===== src/rtl/seq_mul_pkg.sv =====
package seq_mul_pkg;
  typedef enum logic {
    MUL_IDLE = 1'b0,
    MUL_RUN  = 1'b1
  } mul_state_e;
endpackage


===== src/rtl/seq_mul_ctrl.sv =====
module seq_mul_ctrl
  import seq_mul_pkg::*;
#(
  parameter int W = 16
) (
  input  logic clk,
  input  logic rst_n,
  input  logic start,
  output logic load,
  output logic step,
  output logic busy,
  output logic done
);
  localparam int CW = $clog2(W + 1);
  localparam logic [CW-1:0] LAST = CW'(W - 1);
  localparam logic [CW-1:0] FULL = CW'(W);

  mul_state_e    state;
  logic [CW-1:0] cnt;

  assign busy = (state == MUL_RUN);
  assign load = start && (state == MUL_IDLE);
  assign step = (state == MUL_RUN);

  always_ff @(posedge clk or negedge rst_n) begin
    if (!rst_n) begin
      state <= MUL_IDLE;
      cnt   <= '0;
      done  <= 1'b0;
    end else begin
      case (state)
        MUL_IDLE: begin
          if (start) begin
            state <= MUL_RUN;
            cnt   <= '0;
            done  <= 1'b0;
          end
        end
        MUL_RUN: begin
          cnt <= cnt + 1'b1;
          if (cnt == LAST) begin
            state <= MUL_IDLE;
            done  <= 1'b1;
          end
        end
        default: state <= MUL_IDLE;
      endcase
    end
  end


  start_accept_chk: assert property (@(posedge clk) disable iff (!rst_n)
    (start && !busy) |=> (busy && !done));


  busy_done_excl_chk: assert property (@(posedge clk) disable iff (!rst_n)
    !(busy && done));


  done_count_chk: assert property (@(posedge clk) disable iff (!rst_n)
    $rose(done) |-> (cnt == FULL));


  restart_ignored_chk: assert property (@(posedge clk) disable iff (!rst_n)
    (busy && start) |=> (cnt != '0));
endmodule


===== src/rtl/seq_mul_dp.sv =====
module seq_mul_dp #(
  parameter int W = 16
) (
  input  logic           clk,
  input  logic           rst_n,
  input  logic           load,
  input  logic           step,
  input  logic [W-1:0]   a_in,
  input  logic [W-1:0]   b_in,
  output logic [2*W-1:0] prod
);
  localparam int PW = 2 * W;

  logic [W-1:0] mcand;
  logic [W-1:0] mplier;
  logic [W:0]   addend;
  logic [W:0]   sum;

  assign addend = mplier[0] ? {1'b0, mcand} : '0;
  assign sum    = {1'b0, prod[PW-1:W]} + addend;

  always_ff @(posedge clk or negedge rst_n) begin
    if (!rst_n) begin
      mcand  <= '0;
      mplier <= '0;
      prod   <= '0;
    end else if (load) begin
      mcand  <= a_in;
      mplier <= b_in;
      prod   <= '0;
    end else if (step) begin
      prod   <= {sum, prod[W-1:1]};
      mplier <= mplier >> 1;
    end
  end
endmodule


===== src/rtl/seq_mul.sv =====
module seq_mul #(
  parameter int W = 16
) (
  input  logic           clk,
  input  logic           rst_n,
  input  logic           start,
  input  logic [W-1:0]   multiplicand,
  input  logic [W-1:0]   multiplier,
  output logic           busy,
  output logic           done,
  output logic [2*W-1:0] product
);
  logic load;
  logic step;

  seq_mul_ctrl #(.W(W)) u_ctrl (
    .clk   (clk),
    .rst_n (rst_n),
    .start (start),
    .load  (load),
    .step  (step),
    .busy  (busy),
    .done  (done)
  );

  seq_mul_dp #(.W(W)) u_dp (
    .clk   (clk),
    .rst_n (rst_n),
    .load  (load),
    .step  (step),
    .a_in  (multiplicand),
    .b_in  (multiplier),
    .prod  (product)
  );


  result_hold_chk: assert property (@(posedge clk) disable iff (!rst_n)
    (done && !start) |=> (done && $stable(product)));
endmodule


===== config.mk =====
export PLATFORM = sky130hd
export DESIGN_NAME = seq_mul
export DESIGN_NICKNAME = d
export VERILOG_FILES = /design/src/rtl/seq_mul_pkg.sv /design/src/rtl/seq_mul_ctrl.sv /design/src/rtl/seq_mul_dp.sv /design/src/rtl/seq_mul.sv
export SDC_FILE = /design/constraint.sdc
export NUM_CORES = 1
export LEC_CHECK = 0
export BUFFER_PORTS_ARGS = -buffer_cell sky130_fd_sc_hd__buf_4
export CAP_MARGIN = 20
export CORE_ASPECT_RATIO = 0.9
export CORE_MARGIN = 2
export CORE_UTILIZATION = 60
export DETAILED_ROUTE_END_ITERATION = 8
export PLACE_DENSITY = 0.88
export SLEW_MARGIN = 25
export SYNTH_ARGS = -nofsm -noshare
export SYNTH_HDL_FRONTEND = slang
export SYNTH_HIERARCHICAL = 1
export SYNTH_SLANG_ARGS = --single-unit

===== constraint.sdc =====
create_clock -name clk -period 5.4 [get_ports clk]
set_input_delay 0.27 -clock clk [delete_from_list [all_inputs] [get_ports clk]]
set_output_delay 0.27 -clock clk [all_outputs]
set_load 0.02 [all_outputs]

[After elaboration in Yosys (flattened, before gate mapping)]
Index checks and enable logic that the tools add are counted.
Cells by class
  reduce and logical (&&, ||, !) cells: 3
  muxes and demuxes: 13
  bitwise operators: 1
  add/subtract/negate cells: 2
  equal/unequal tests: 3
Operators by type and width (number)
  2-to-1 mux 32 bit: 2
  2-to-1 mux 16 bit: 3
  adder 16 x 17 -> 17 bit: 1
  one-hot mux 5 bit (2 select lines): 1
  adder 5 x 1 -> 5 bit, second input constant: 1
  equality test 5 x 4 -> 1 bit, second input constant: 1
  2-to-1 mux 5 bit: 1
  2-to-1 mux 1 bit: 4
  inequality test 2 bit, second input constant: 2
  one-hot mux 1 bit (2 select lines): 2
  AND reduction 2 bit: 1
  nonzero test 2 bit: 1
  logical AND 1 bit: 1
  inverter 1 bit: 1
Storage, ports and cells
  word-level logic and storage cells: 28
  output and inout bits: 34
  input port bits: 35
  bits in registers: 71

[Logic depth before layout (Yosys ltp)]
Gate-level depths: netlist (run 1).
  word-level depth: 4
  gate-level depth with buffers: 10

[Modules after synthesis]
Netlist (run 1), hierarchy kept.
By module, submodules not included
  seq_mul_dp: cells an instance 340, times used 1, seq. area each 1601.5 um^2, area each 3582.2 um^2
  seq_mul_ctrl: cells an instance 32, times used 1, seq. area each 175.2 um^2, area each 337.8 um^2

[Worst setup path after synthesis (run 1)]
Ideal clock, no wire load.
  path type: reg-to-reg
  from: register u_dp.mplier[0]
  to: register u_dp.prod[29]
  slack: 3.029 ns
  cell stages (with the launch flop): 11
  arrival: 2.245 ns
  clock period less this slack: 2.371 ns
  path buffers: 1
  path through: dfrtp_1 > clkbuf_1 > and2_1 > ha_1 > inv_1 > fa_1 > nor2b_1 > o2111ai_2 > a21oi_2 > a211oi_1 > a221o_1
Between the ends
  longest elaborated chain between the ends: 4
RTL lines
  start, declared: line seq_mul_dp.sv:15  | logic [W-1:0] mplier;
  start signal, assigned: line seq_mul_dp.sv:29  | mplier <= b_in;
  start signal, assigned: line seq_mul_dp.sv:33  | mplier <= mplier >> 1;
  2-to-1 mux 16 bit: line seq_mul_dp.sv:19  | assign addend = mplier[0] ? {1'b0, mcand} : '0;
  adder 16 x 17 -> 17 bit: line seq_mul_dp.sv:20  | assign sum = {1'b0, prod[PW-1:W]} + addend;
  2-to-1 mux 32 bit: line seq_mul_dp.sv:31  | end else if (step) begin
  2-to-1 mux 32 bit: line seq_mul_dp.sv:27  | end else if (load) begin
  end signal, assigned: line seq_mul_dp.sv:32  | prod <= {sum, prod[W-1:1]};
  end, declared: line seq_mul_dp.sv:10  | output logic [2*W-1:0] prod
No other way between the ends. The select of a mux whose other input is x is not followed.
A chain may end at the register's enable or synchronous reset.

[Worst setup path after layout (run 1)]
  from: register u_dp.mplier[0]
  to: register u_dp.prod[31]
Same word-level chain as after synthesis.

==> flow_summary.toml, run 1 <==
[setup_path]
r2r_slack_ns = 2.67
rr_startpoint = "u_dp/mplier[0]"
rr_endpoint = "u_dp/prod[31]"
cp.required_ns = 5.65
rr_worst_depth = 9
crit_fanout = 17
criticalPathCategory = "register to register"
critPathLaunchType = "register"
critPathCaptureType = "register"
crit_arrival_ns = 2.98

[synth]
yosysTopAreaCellShare = 0.4532
avgSynthCellArea_um2 = 10.54
synth_async_sr_flop_share = 1.000
syn_nets = 427
ys_ff_latch = 71
synth.most_common_cell = "dfrtp_1"
synthTopCellsByArea = "dfrtp_1 (45%), mux2i_1 (9.2%), ha_1 (6.1%), mux2_2 (4.6%), o21ai_0 (3.2%)"
ys_seq_area_frac = 0.4532
ys_types = 63
ys_top_cells_by_count = "dfrtp_1 (71), mux2i_1 (36), nand2_1 (33), nor2_1 (26), o21ai_0 (25)"
yosysWarningCount = 6
ys.flop_type = "dfrtp_1"
syn_inst = 372
synthesis.area_um2 = 3920
synth_edf_count = 0
yosys.area.top_type = "dfrtp_1"

[grt]
grt_pass1_vias = 2907
grt_usage = 0.2482
antenna_found_initial = 0
globalRouteOverflowTotal = 0
grt_max_degree = 72
grt_pass1_wl_um = 13570

[sta]
period_minus_slack_ns = 2.729
hold-worst-slack_ns = 0.03723
fmax_ghz = 0.3664
worstMarginPinSlew_ns = 0.8769
fin_skew_ns = 0.005144
worst_slack_ns = 2.671
slew_headroom = 0.4154
fin_crit_sh = 0.5054
setup_tns_ns = 0
setup_viol_count_final = 0
drv_slew = 0
finalHoldViolCount = 0
rsz0062_at_grt = "no"

[drt]
drtIter0Drc = 194
drc_errors = 0
antenna_left = 0
num_vias = 3016
routedWlPerCell_um = 15.57
drt_wl_total_um = 8159
viasPerCell = 5.756
first_pass_iters = 5

[pwr]
p_leak_nw = 2.460
power_mw = 2.580
p_per_area_nw_per_um2 = 559.9
vdd_ir_drop_max_mv = 0.4192

[layout]
diodes = 0
final_layout_size_suffix_gt1_frac = 0.2677
syn2layout_area_growth_pct = 17.52
nets = 487
layoutNonFillerInstCount = 524
utilization = 0.7411
final_area_um2 = 4607

[floorplanning]
fp.dieW_um = 89.20
row_count = 27
pin_count = 69
initial_core_util = 0.6306
die-area_um2 = 7197
die_h_um = 80.68
core_area_um2 = 6216

[clock_tree]
ctsHoldBuffers = 0
clock_sinks = 71
cts.repair.resized = 0
cts_setup_buffers = 0
cts_buffer_depth = 2
cts_root_buf = "clkbuf_8"
clkTransAtPathRegs_ns = 0.07
clk_latency_ns = 0.35
cts.htree.levels = 3
cts_tree = "built"
cts_buffers = 9

[placed_design]
io_buffers = 68
dp_cells = 508
routabilityCongestion = 0.9343
placed_cell_area_um2 = 4433
pre_cts_ws_ns = 2.742
dp_hpwl_um = 5471

[status]
status = "completed"

[job]
max-cap-violations = 0

[hold_path]
min_path_type = "input port to asynchronous set/reset pin"
-- how the worst max path moves through the flow --
stage | endpoint | slack (ns) | startpoint | cells past startpoint
after floorplan | u_dp/prod[29] | 3.03 | u_dp/mplier[0] | 10
after global placement | u_dp/prod[29] | 2.82 | u_dp/mplier[0] | 9
after detailed placement | u_dp/prod[31] | 2.74 | u_dp/mplier[0] | 9
after CTS | u_dp/prod[31] | 2.69 | u_dp/mplier[0] | 9
after global routing | u_dp/prod[31] | 2.51 | u_dp/mplier[0] | 9
final | u_dp/prod[31] | 2.67 | u_dp/mplier[0] | 9
-- final cells by class --
class                      count  area [um2]
tap                           87       108.9
fill                         464        1609
clock buffer                  10       127.6
clock inverter                 6       46.29
timing repair buffer          70       525.5
inverter                       8       30.03
multi-input combinational    272        1991
sequential                    71        1778
-- flip-flops by register name, indices dropped and copies added, names as in the netlist --
register,cells
u_ctrl/cnt,5
u_dp/prod,32
u_ctrl/busy,1
u_ctrl/done,1
u_dp/mcand,16
u_dp/mplier,16
-- placed cells by master, fill, tap and decap left out, drive strengths merged, types with 2 or more instances in the layout --
| cell | synthesis | final |
|---|---|---|
| a31o | 2 | 2 |
| ha | 19 | 19 |
| xnor2 | 3 | 3 |
| o311ai | 2 | 2 |
| nand3 | 8 | 8 |
| clkbuf | 11 | 10 |
| o211ai | 3 | 3 |
| and2 | 16 | 16 |
| inv | 8 | 9 |
| a221o | 2 | 2 |
| xor2 | 2 | 2 |
| nor2 | 27 | 27 |
| mux2i | 36 | 36 |
| buf | 10 | 70 |
| mux2 | 16 | 16 |
| nand4 | 3 | 3 |
| a32o | 3 | 3 |
| nor2b | 5 | 5 |
| o21ai | 29 | 29 |
| nor3 | 2 | 2 |
| a21oi | 16 | 16 |
| a21o | 11 | 11 |
| clkinv | 0 | 3 |
| and3 | 5 | 5 |
| o2111ai | 3 | 3 |
| a221oi | 2 | 2 |
| nand2b | 3 | 3 |
| nand2 | 33 | 33 |
| clkinvlp | 0 | 2 |
| or3 | 4 | 4 |
| dfrtp | 71 | 71 |
-- metal layers --
layer,share of wire,global-route usage
met4,0.011,0.07463
met1,0.46,0.3347
met5,0,0
met3,0.060,0.07503
met2,0.47,0.3859
-- kinds of logic (layout without fill, tap and decap cells) --
| family | count (synthesis) | after routing | share of synthesized area |
|---|---|---|---|
| simple gates | 109 | 109 | 0.1395 |
| xor+xnor | 5 | 5 | 0.01117 |
| flops | 71 | 71 | 0.4532 |
| buf+inv | 29 | 94 | 0.04085 |
| compound gates | 86 | 86 | 0.1516 |
| mux | 52 | 52 | 0.1379 |
| fa+ha+maj | 20 | 20 | 0.06575 |
-- worst max-delay path: stages (launching register included) --
cell,delay [ns]
dfrtp_1,0.65
and2_1,0.20
ha_1,0.18
inv_1,0.06
fa_1,0.41
nor2b_1,0.21
o2111ai_2,0.20
a21oi_2,0.31
o2111ai_1,0.14
a311oi_1,0.28
-- power by group --
part,switching (mW),leakage (nW),internal [mW]
Combinational,0.684,1.49,0.575
Clock,0.206,0.0829,0.169
Sequential,0.176,0.889,0.770
Total,1.07,2.46,1.51
No activity file was read; power rests on OpenSTA's default activity.
==> run 2: changes to the inputs <==
- CORE_UTILIZATION: 60 -> 51
- PLACE_DENSITY: 0.88 -> 0.8
- clock period: 5.4 -> 2.2 ns (I/O delays scaled with it)
==> flow_summary.toml, run 2 (synthesis gave the netlist of run 1 again) <==
[floorplanning]
die-area_um2 = 8405
initial_core_util = 0.5222
fp.dieW_um = 96.42
die_h_um = 87.17
row_count = 30
pin_count = 69
core_area_um2 = 7507

[grt]
grt_pass1_vias = 3364
globalRouteOverflowTotal = 0
grt_pass1_wl_um = 16010
top_usage_layer = "met2"
grtUsageMet2 = 0.4141
grtUsageMet1 = 0.3250
met3_usage = 0.06926
grt_max_degree = 63
grt_usage = 0.2483
antenna_found_initial = 0

[setup_path]
critPathCaptureType = "register"
cp_top_family = "compound AO/OA/AOI/OAI gates"
slowest_stage = "dfrtp_2"
path_cells = "and2_4 > ha_4 > inv_2 > fa_2 > nor2b_4 > o2111ai_4 > a21oi_4 > o2111ai_1 > a311oi_1"
cp.required_ns = 2.44
r2r_slack_ns = -0.07
crit_fanout = 7
critPathLaunchType = "register"
cp_num_buf_inv = 1
criticalPathCategory = "register to register"
crit_arrival_ns = 2.51
max_stage_delay_ns = 0.43

[pwr]
p_per_area_nw_per_um2 = 1378
p_leak_nw = 2.841
vdd_ir_drop_max_mv = 0.9535

[placed_design]
io_buffers = 68
placed_cell_area_um2 = 4705
routabilityCongestion = 0.9136
dp_hpwl_um = 6265
dp_cells = 546
pre_cts_ws_ns = -0.09474

[drt]
drc_errors = 0
num_vias = 3420
antenna_left = 0
drt_wl_total_um = 10530
drtIter0Drc = 232
first_pass_iters = 5
routedWlPerCell_um = 17.43
viasPerCell = 5.662

[sta]
drv_slew = 0
fin_crit_sh = 1.034
fin_skew_ns = 0.008446
finalHoldViolCount = 0
worstMarginPinSlew_ns = 0.6782
setup_viol_count_final = 6
rsz0062_at_grt = "yes"
fmax_ghz = 0.4396
period_minus_slack_ns = 2.275
hold-worst-slack_ns = 0.1347
worst_slack_ns = -0.07494
slew_headroom = 0.5462

[layout]
layout_common_cells = "buf_4 (104), dfrtp_1 (69), mux2i_1 (36)"
utilization = 0.7492
final_area_um2 = 5624
largest_reg_flops = 32
final_common_cell = "buf_4"
syn2layout_area_growth_pct = 43.47
largestRegisters = "u_dp/prod x32, u_dp/mcand x16, u_dp/mplier x16"
layoutNonFillerInstCount = 604
regMostFlops = "u_dp/prod"
final_layout_size_suffix_gt1_frac = 0.3701
diodes = 0
nets = 558

[status]
status = "complete, but fails checks"
failed_checks = "setup timing"

[job]
max-cap-violations = 0

[clock_tree]
clock_sinks = 71
cts_buffer_depth = 2
cts_buffers = 9
cts.htree.levels = 3
clkTransAtPathRegs_ns = 0.07
cts_tree = "built"
cts_root_buf = "clkbuf_8"
clk_latency_ns = 0.35

[hold_path]
min_path_type = "input port to register"
[run 2: cell types whose count changed in the layout (fill, tap and decap cells not counted), sizes merged]
cell         change
buf             +38
bufinv           +3
clkbuf           +1
clkinv           -3
dlygate4sd3     +33
inv              -1
[run 2: path summary, 6_finish.rpt]
kind / start / to / cells after the start
worst min register to register: u_ctrl/cnt[4] / u_ctrl/cnt[4] / 2
worst min-delay path: multiplier[0] / u_dp/mplier[0] / 3
max in group asynchronous: rst_n / u_dp/mcand[12] / 3
worst max register to register: u_dp/mplier[0] / u_dp/prod[31] / 9
worst max-delay path: u_dp/mplier[0] / u_dp/prod[31] / 9
min in group asynchronous: rst_n / u_dp/prod[11] / 2
[run 2: where the power goes]
group          total [mW]  switching [mW]  internal (mW)
Sequential           2.39           0.499           1.89
Clock                1.29           0.505          0.785
Combinational        4.07            2.02           2.05
Total                7.75            3.02           4.73
[run 2: area by class of cell]
class	count	area, um2
Clock buffer	11	141.4
Multi-Input combinational cell	272	2275
Sequential cell	71	1779
Clock inverter	5	105.1
Fill cell	495	1883
Inverter	8	30.03
Tap cell	96	120.1
Timing Repair Buffer	141	1174
[run 2: stage by stage]
| step | power, mW | TNS [ns] |
|---|---|---|
| detailed placement | 5.832 | -0.5426 |
| finish | 7.752 | -0.2172 |
| global placement | 5.693 | -0.01844 |
| CTS | 7.410 | -0.06088 |
| global route | 8.200 | -1.001 |
| floorplan | 4.552 | -0.1096 |
[run 2: routing by layer]
metal,up-vias,routed length (um)
met1,1717,4559
met3,17,465
li1,1596,-
met2,90,5335
met5,-,0
met4,0,168
[run 2: worst min-delay path, cell delays in order]
cell and delay, ns:
buf_4 0.08, nand2_1 0.05, o21ai_0 0.18
[run 2: what timing repair did]
item / CTS / global route
endpoints found under the setup margin: 10 / 12
gates cloned: 1 / 0
endpoints found under the hold margin: 65 / 1
pin swaps: 11 / 17
gates resized for setup: 23 / 23
hold buffers: 32 / 1
buffers inserted: 3 / 5
